## src/rtl/msiq_pkg.sv

```systemverilog
package msiq_pkg;
  // Register word indices
  localparam logic [2:0] IDX_CTRL    = 3'd0;
  localparam logic [2:0] IDX_BASE_HI = 3'd3;
  localparam logic [2:0] IDX_BASE_LO = 3'd4;
  localparam logic [2:0] IDX_RD_OFS  = 3'd5;
  localparam logic [2:0] IDX_WR_OFS  = 3'd6;

  // Control word bit positions
  localparam int CB_EN      = 0;
  localparam int CB_FULLSIG = 1;
  localparam int CB_IRQEN   = 3;
  localparam int CB_STOP    = 4;
  localparam int CB_SIZE    = 8;
  localparam int CB_OVF     = 16;

  typedef struct packed {
    logic en;
    logic full_sig;
    logic irq_en;
    logic stop_full;
  } ctrl_bits_t;
endpackage

```

## src/rtl/msiq_ring.sv

```systemverilog
module msiq_ring #(
  parameter int OFS_W    = 18,
  parameter int MIN_LOG2 = 15,
  parameter int SEL_W    = 2,
  parameter int REC_LOG2 = 4
) (
  input  logic [SEL_W-1:0] size_sel,
  input  logic [OFS_W-1:0] rd_ofs,
  input  logic [OFS_W-1:0] wr_ofs,
  output logic [OFS_W-1:0] ofs_mask,
  output logic [OFS_W-1:0] wr_next,
  output logic             empty,
  output logic             full
);
  localparam logic [OFS_W-1:0] STEP = OFS_W'(1) << REC_LOG2;

  // Offset mask: record-aligned bits below the selected size
  for (genvar b = 0; b < OFS_W; b++) begin : g_mask
    if (b < REC_LOG2) begin : g_low
      assign ofs_mask[b] = 1'b0;
    end else begin : g_high
      assign ofs_mask[b] = (int'(size_sel) + MIN_LOG2) > b;
    end
  end

  assign wr_next = (wr_ofs + STEP) & ofs_mask;
  assign empty   = (wr_ofs == rd_ofs);
  assign full    = (wr_next == rd_ofs);
endmodule

```

## src/rtl/msiq_regs.sv

```systemverilog
module msiq_regs
  import msiq_pkg::*;
#(
  parameter int REG_W = 32,
  parameter int OFS_W = 18,
  parameter int SEL_W = 2
) (
  input  logic               clk,
  input  logic               rst,
  input  logic               reg_wr,
  input  logic [2:0]         reg_addr,
  input  logic [REG_W-1:0]   reg_wdata,
  output logic [REG_W-1:0]   reg_rdata,
  input  logic [OFS_W-1:0]   ofs_mask,
  input  logic               hw_adv,
  input  logic [OFS_W-1:0]   hw_wr_next,
  input  logic               ovf_set,
  output ctrl_bits_t         ctrl,
  output logic [SEL_W-1:0]   size_sel,
  output logic [2*REG_W-1:0] base,
  output logic [OFS_W-1:0]   rd_ofs,
  output logic [OFS_W-1:0]   wr_ofs
);
  logic             ovf;
  logic [REG_W-1:0] base_hi, base_lo;
  logic [REG_W-1:0] rd_mux;
  logic             hit_ctrl, hit_hi, hit_lo, hit_rd, hit_wr;

  assign hit_ctrl = reg_wr && (reg_addr == IDX_CTRL);
  assign hit_hi   = reg_wr && (reg_addr == IDX_BASE_HI);
  assign hit_lo   = reg_wr && (reg_addr == IDX_BASE_LO);
  assign hit_rd   = reg_wr && (reg_addr == IDX_RD_OFS);
  assign hit_wr   = reg_wr && (reg_addr == IDX_WR_OFS);
  assign base     = {base_hi, base_lo};

  always_ff @(posedge clk) begin
    if (rst) begin
      ctrl     <= '0;
      size_sel <= '0;
      ovf      <= 1'b0;
      base_hi  <= '0;
      base_lo  <= '0;
      rd_ofs   <= '0;
      wr_ofs   <= '0;
    end else begin
      if (hit_ctrl) begin
        ctrl.en        <= reg_wdata[CB_EN];
        ctrl.full_sig  <= reg_wdata[CB_FULLSIG];
        ctrl.irq_en    <= reg_wdata[CB_IRQEN];
        ctrl.stop_full <= reg_wdata[CB_STOP];
        size_sel       <= reg_wdata[CB_SIZE +: SEL_W];
      end
      if (ovf_set)
        ovf <= 1'b1;
      else if (hit_ctrl && reg_wdata[CB_OVF])
        ovf <= 1'b0;
      if (hit_hi) base_hi <= reg_wdata;
      if (hit_lo) base_lo <= reg_wdata;
      if (hit_rd) rd_ofs <= reg_wdata[OFS_W-1:0] & ofs_mask;
      if (hit_wr)
        wr_ofs <= reg_wdata[OFS_W-1:0] & ofs_mask;
      else if (hw_adv)
        wr_ofs <= hw_wr_next;
    end
  end

  always_comb begin
    rd_mux = '0;
    case (reg_addr)
      IDX_CTRL: begin
        rd_mux[CB_EN]             = ctrl.en;
        rd_mux[CB_FULLSIG]        = ctrl.full_sig;
        rd_mux[CB_IRQEN]          = ctrl.irq_en;
        rd_mux[CB_STOP]           = ctrl.stop_full;
        rd_mux[CB_SIZE +: SEL_W]  = size_sel;
        rd_mux[CB_OVF]            = ovf;
      end
      IDX_BASE_HI: rd_mux = base_hi;
      IDX_BASE_LO: rd_mux = base_lo;
      IDX_RD_OFS:  rd_mux = {{(REG_W-OFS_W){1'b0}}, rd_ofs};
      IDX_WR_OFS:  rd_mux = {{(REG_W-OFS_W){1'b0}}, wr_ofs};
      default:     rd_mux = '0;
    endcase
  end

  always_ff @(posedge clk) begin
    if (rst) reg_rdata <= '0;
    else     reg_rdata <= rd_mux;
  end
endmodule

```

## src/rtl/msiq_capture.sv

```systemverilog
module msiq_capture #(
  parameter int IRQ_W  = 32,
  parameter int ADDR_W = 64,
  parameter int DATA_W = 128,
  parameter int OFS_W  = 18
) (
  input  logic              clk,
  input  logic              rst,
  input  logic              enable,
  input  logic              stop_full,
  input  logic              full,
  input  logic [ADDR_W-1:0] base,
  input  logic [OFS_W-1:0]  wr_ofs,
  input  logic              msg_valid,
  output logic              msg_ready,
  input  logic [IRQ_W-1:0]  msg_irq,
  output logic              mem_valid,
  input  logic              mem_ready,
  output logic [ADDR_W-1:0] mem_addr,
  output logic [DATA_W-1:0] mem_data,
  output logic              hw_adv,
  output logic              ovf_set
);
  logic take;

  assign msg_ready = enable && !mem_valid && !(full && stop_full);
  assign take      = msg_valid && msg_ready;
  assign hw_adv    = mem_valid && mem_ready;
  assign ovf_set   = take && full;

  always_ff @(posedge clk) begin
    if (rst) begin
      mem_valid <= 1'b0;
      mem_addr  <= '0;
      mem_data  <= '0;
    end else if (hw_adv) begin
      mem_valid <= 1'b0;
    end else if (take && !full) begin
      mem_valid <= 1'b1;
      mem_addr  <= base + {{(ADDR_W-OFS_W){1'b0}}, wr_ofs};
      mem_data  <= {{(DATA_W-IRQ_W){1'b0}}, msg_irq};
    end
  end
endmodule

```

## src/rtl/msiq_ctrl.sv

```systemverilog
module msiq_ctrl
  import msiq_pkg::*;
#(
  parameter int IRQ_W    = 32,
  parameter int REG_W    = 32,
  parameter int MIN_LOG2 = 15,
  parameter int SEL_W    = 2,
  parameter int REC_LOG2 = 4
) (
  input  logic               clk,
  input  logic               rst,
  input  logic               reg_wr,
  input  logic [2:0]         reg_addr,
  input  logic [REG_W-1:0]   reg_wdata,
  output logic [REG_W-1:0]   reg_rdata,
  input  logic               msg_valid,
  output logic               msg_ready,
  input  logic [IRQ_W-1:0]   msg_irq,
  output logic               mem_valid,
  input  logic               mem_ready,
  output logic [2*REG_W-1:0] mem_addr,
  output logic [(8<<REC_LOG2)-1:0] mem_data,
  output logic               host_irq
);
  localparam int ADDR_W = 2 * REG_W;
  localparam int DATA_W = 8 << REC_LOG2;
  localparam int OFS_W  = MIN_LOG2 + (1 << SEL_W) - 1;

  ctrl_bits_t        ctrl;
  logic [SEL_W-1:0]  size_sel;
  logic [ADDR_W-1:0] base;
  logic [OFS_W-1:0]  rd_ofs, wr_ofs, ofs_mask, wr_next;
  logic              empty, full, hw_adv, ovf_set;

  msiq_regs #(.REG_W(REG_W), .OFS_W(OFS_W), .SEL_W(SEL_W)) u_regs (
    .clk, .rst, .reg_wr, .reg_addr, .reg_wdata, .reg_rdata,
    .ofs_mask, .hw_adv, .hw_wr_next(wr_next), .ovf_set,
    .ctrl, .size_sel, .base, .rd_ofs, .wr_ofs
  );

  msiq_ring #(.OFS_W(OFS_W), .MIN_LOG2(MIN_LOG2), .SEL_W(SEL_W),
              .REC_LOG2(REC_LOG2)) u_ring (
    .size_sel, .rd_ofs, .wr_ofs, .ofs_mask, .wr_next, .empty, .full
  );

  msiq_capture #(.IRQ_W(IRQ_W), .ADDR_W(ADDR_W), .DATA_W(DATA_W),
                 .OFS_W(OFS_W)) u_cap (
    .clk, .rst, .enable(ctrl.en), .stop_full(ctrl.stop_full), .full,
    .base, .wr_ofs, .msg_valid, .msg_ready, .msg_irq,
    .mem_valid, .mem_ready, .mem_addr, .mem_data, .hw_adv, .ovf_set
  );

  always_ff @(posedge clk) begin
    if (rst) host_irq <= 1'b0;
    else     host_irq <= ctrl.en && ((ctrl.irq_en && !empty) ||
                                     (ctrl.full_sig && full));
  end
endmodule

```

## config.mk

```make
export PLATFORM = sky130hd
export DESIGN_NAME = msiq_ctrl
export DESIGN_NICKNAME = d
export VERILOG_FILES = /design/src/rtl/msiq_pkg.sv /design/src/rtl/msiq_ring.sv /design/src/rtl/msiq_regs.sv /design/src/rtl/msiq_capture.sv /design/src/rtl/msiq_ctrl.sv
export SDC_FILE = /design/constraint.sdc
export NUM_CORES = 1
export LEC_CHECK = 0
export BUFFER_PORTS_ARGS = -buffer_cell sky130_fd_sc_hd__buf_2
export CAP_MARGIN = 20
export CORE_MARGIN = 4
export CORE_UTILIZATION = 35
export DETAILED_ROUTE_END_ITERATION = 6
export GPL_TIMING_DRIVEN = 0
export PLACE_DENSITY = 0.65
export SYNTH_ARGS = -nofsm -noshare
export SYNTH_HDL_FRONTEND = slang
export SYNTH_SLANG_ARGS = --single-unit
```

## constraint.sdc

```tcl
create_clock -name clk -period 2.9 [get_ports clk]
set_input_delay 0.58 -clock clk [delete_from_list [all_inputs] [get_ports clk]]
set_output_delay 0.58 -clock clk [all_outputs]
set_load 0.1 [all_outputs]
```

==> results.env <==
RUN_STATUS='finished, violations left'
VIOLATIONS='negative setup slack'
DRT_FIRST_PASS_ITERS=6
NUM-NETS-FINAL=1905
MIN-DELAY-PATH-CLASS='input port to flip-flop'
DRV_CAP=0
CLOCK_TREE_FROM_TRITONCTS='done'
SYNTHTOLAYOUTAREAGROWTH_PCT=29.6
FP.COREAREA_UM2=32800
POST-ROUTE-MIN-PERIOD_NS=3.44
HOLD_BUFFERS=0
SYNTH_WARNINGS=0
NUM_IO_PINS=299
TIMING.REG2REG.WORST_PATH_DEPTH=11
DIE_AREA_UM2=36500
DETAIL-ROUTE-ANTENNA-NETS=0
FINAL_CORE_UTIL_PCT=46.4
CELLPOWERDENSITY_nW_PER_UM2=550
ASYNCSETRESETFLOPFRACSYNTH_PCT=0
DETAIL_ROUTE.WIRELENGTH_UM=43300
CP-START-KIND='flip-flop'
SETUP_VIOL=1
DETAIL_ROUTE.VIAS_PER_CELL=5.28
POST_SYNTH.CELL_AREA_AVG_UM2=7.98
DIEWIDTH_UM=191
LEVEL_COUNT_OF_THE_CLOCK_H_TREE=1
YOSYSTOPAREACELLSHARE_PCT=39.0
TIMING.CRITICAL_PATH.REQUIRED_NS=2.32
SETUP.WORST_PATH.END_CLASS='output port'
CLKSLEWWORSTSETUPHOLDPATHS_NS=0.06
SEQUENTIAL_TO_TOTAL_AREA_SHARE_FROM_YOSYS_STAT_PCT=39.0
POST_SYNTH_INST_COUNT=1471
CHIPHEIGHT_UM=191
FF_LATCH_AREA_UM2=4600
SYNTHTOPCELLSBYCOUNT='sky130_fd_sc_hd__dfxtp_1 (229), sky130_fd_sc_hd__a21oi_1 (201), sky130_fd_sc_hd__nand2_1 (195)'
CP.ARRIVAL_NS=2.86
PLACE_CONGESTION=0.999
POST-ROUTE-DRC-COUNT=0
ANTENNA_FOUND_INITIAL=6
LEAST_MARGIN_PIN_SLEW_NS=0.960
CTS.ROOT.BUFFER_CELL='sky130_fd_sc_hd__clkbuf_16'
DRV_SLEW=0
SETUP_WS_NS=-0.538
SYNTH_TOP_CELLS_BY_AREA='sky130_fd_sc_hd__dfxtp_1 (39%), sky130_fd_sc_hd__a21oi_1 (8.6%), sky130_fd_sc_hd__nand2_1 (6.2%), sky130_fd_sc_hd__buf_4 (6.2%), sky130_fd_sc_hd__a211oi_1 (4.8%)'
PLACE.PORT_BUFFERS=200
MULTI_INPUT_AREA_UM2=6490
N_FILL_CELL=3332
CLOCK.FMAX_GHz=0.291
CLK_LATENCY_NS=0.55
WORST-PATH-MAX-FANOUT=4
CTS-ROOT-TO-SINK-BUFFERS=3
NUM_VIAS=12100
DETAILEDPLACE.WORSTSLACK_NS=-0.763
GRT_PASS1_VIAS=11000
TRACK_USAGE_PCT=22.1
SYNTH-MAIN-FF-CELL='sky130_fd_sc_hd__dfxtp_1'
CLOCK_SINK_COUNT=229
POST_SYNTH_INSTANCE_AREA_UM2=11700
FINAL_LAYOUT_SIZE_SUFFIX_GT1_SHARE_PCT=25.2
GLOBAL_ROUTE.OVERFLOW_TOTAL=0
HOLD_DEPTH=3
PIN_COUNT_OF_THE_BIGGEST_NET_ENTERING_GLOBAL_ROUTING=14
WIRE_PER_INST_UM=19.0
TIMING.MAX_SLEW.REL_SLACK_PCT=35.6
SYNTH_ENABLE_FLOP_CELLS=0
CRITICAL_PATH_CLASS='flip-flop to output port'
GRT_PASS1_WL_UM=64000
MIN_PERIOD_OVER_PERIOD_PCT=119
DRT_FIRST_ITER_VIOLATIONS=1014
CELL_TYPE_WITH_THE_HIGHEST_AGGREGATE_AREA_IN_THE_NETLIST='sky130_fd_sc_hd__dfxtp_1'
INITIAL_UTILIZATION_PCT=35.8
POWER.LEAKAGE_uW=0.00606
CTS_BUFFERS=27
YOSYSUNIQUECELLTYPES=65
RSZ0062_AT_GRT='yes'
FINCLKSKEW_NS=0.0233
YOSYSMOSTFREQUENTCELL='sky130_fd_sc_hd__dfxtp_1'
HOLD_VIOLATIONS=0
PLACEMENTROWS=66
SYNTH_SEQ_CELLS=229
VDD_DROP_MAX_V=0.000337
DETAILEDPLACEMENTHPWL_UM=33300
-- flip-flops by register name, indices dropped and copies added (netlist names) --
signal / count
host_irq: 1
u_cap.mem_addr: 64
u_cap.mem_data: 32
u_cap.mem_valid: 1
u_regs.base_hi: 32
u_regs.base_lo: 32
u_regs.ctrl: 4
u_regs.ovf: 1
u_regs.rd_ofs: 14
u_regs.reg_rdata: 32
u_regs.size_sel: 2
u_regs.wr_ofs: 14
-- worst paths after layout --
| kind | startpoint | end | slack [ns] |
|---|---|---|---|
| worst max register to register | u_regs.wr_ofs[4] | u_cap.mem_addr[40] | 0.04 |
| worst min register to register | u_cap.mem_addr[9] | u_cap.mem_addr[9] | 0.47 |
| worst min-delay path | msg_irq[6] | u_cap.mem_data[6] | 0.28 |
| worst max-delay path | u_regs.wr_ofs[4] | msg_ready | -0.54 |
-- where the power goes --
part	total (uW)	switching, uW	internal (uW)
combinational	1320	1050	275
clock	3800	1410	2390
sequential	3250	53.4	3190
total	8370	2510	5860
-- cell usage in the layout, fill, tap and decap left out, drive strengths merged, types with 7 or more instances in the layout --
| master | count |
|---|---|
| clkinv | 7 |
| nor2 | 80 |
| buf | 348 |
| clkbuf | 124 |
| xnor2 | 50 |
| and3 | 12 |
| a21oi | 201 |
| nor3 | 26 |
| and4 | 7 |
| inv | 21 |
| mux2i | 14 |
| conb | 96 |
| o21ai | 67 |
| a22oi | 23 |
| ha | 15 |
| nand3 | 76 |
| a222oi | 7 |
| nor4 | 8 |
| xor2 | 30 |
| a211oi | 75 |
| a22o | 9 |
| o211ai | 9 |
| nand4 | 20 |
| dfxtp | 229 |
| nand2 | 195 |
-- repair_timing --
action	CTS	global route
setup endpoints to repair	98	93
pin swaps	9	19
setup buffers	13	11
gates resized for setup	31	45
gates cloned	0	0
-- worst max-delay path: stages, from the launching register on --
cell and delay [ns]:
sky130_fd_sc_hd__dfxtp_4 0.38, sky130_fd_sc_hd__ha_4 0.15, sky130_fd_sc_hd__nand3_4 0.12, sky130_fd_sc_hd__and2_4 0.19
sky130_fd_sc_hd__or4_4 0.47, sky130_fd_sc_hd__a311oi_2 0.32, sky130_fd_sc_hd__and4_4 0.31, sky130_fd_sc_hd__buf_6 0.12
sky130_fd_sc_hd__a21oi_4 0.06, sky130_fd_sc_hd__buf_12 0.17
-- per-stage QoR --
step	total power [uW]	instances	area [um^2]	TNS [ns]	hold WS, ns
2_1_floorplan	4350	1566	12200	0	0.432
3_3_place_gp	4590	2208	13800	-48.31	0.441
3_5_place_dp	4590	2208	13800	-50.10	0.454
4_1_cts	8390	2269	14900	-0.620	0.263
5_1_grt	8600	2281	15200	-0.859	0.281
6_report	8370	2282	15200	-0.538	0.278
-- final cells by class --
class / count / area share, %
Multi-Input combinational cell: 1102 / 42.7
Sequential cell: 229 / 30.2
Buffer: 213 / 8.41
Timing Repair Buffer: 225 / 7.96
Clock buffer: 34 / 5.01
Tap cell: 442 / 3.64
Clock inverter: 15 / 1.57
Inverter: 19 / 0.469
Antenna cell: 3 / 0.0493
-- cell families after synthesis --
logic type	synth area share (%)
multiplexers	1.29
other	0.0319
XOR/XNOR	5.97
flip-flops	39.0
AND/OR/NAND/NOR	18.7
adder cells (fa/ha/maj)	1.77
AO/OA/AOI/OAI	22.2
buffers and inverters	11.0
-- per-layer routing --
metal | vias up | track usage, % | wire length, um
li1 | 5718 | - | -
met1 | 5666 | 29.8 | 17900
met2 | 575 | 36.2 | 20100
met3 | 86 | 4.15 | 3970
met4 | 6 | 6.57 | 1310
met5 | - | 0 | 41
Note: power is estimated with default switching activity, not from simulation.
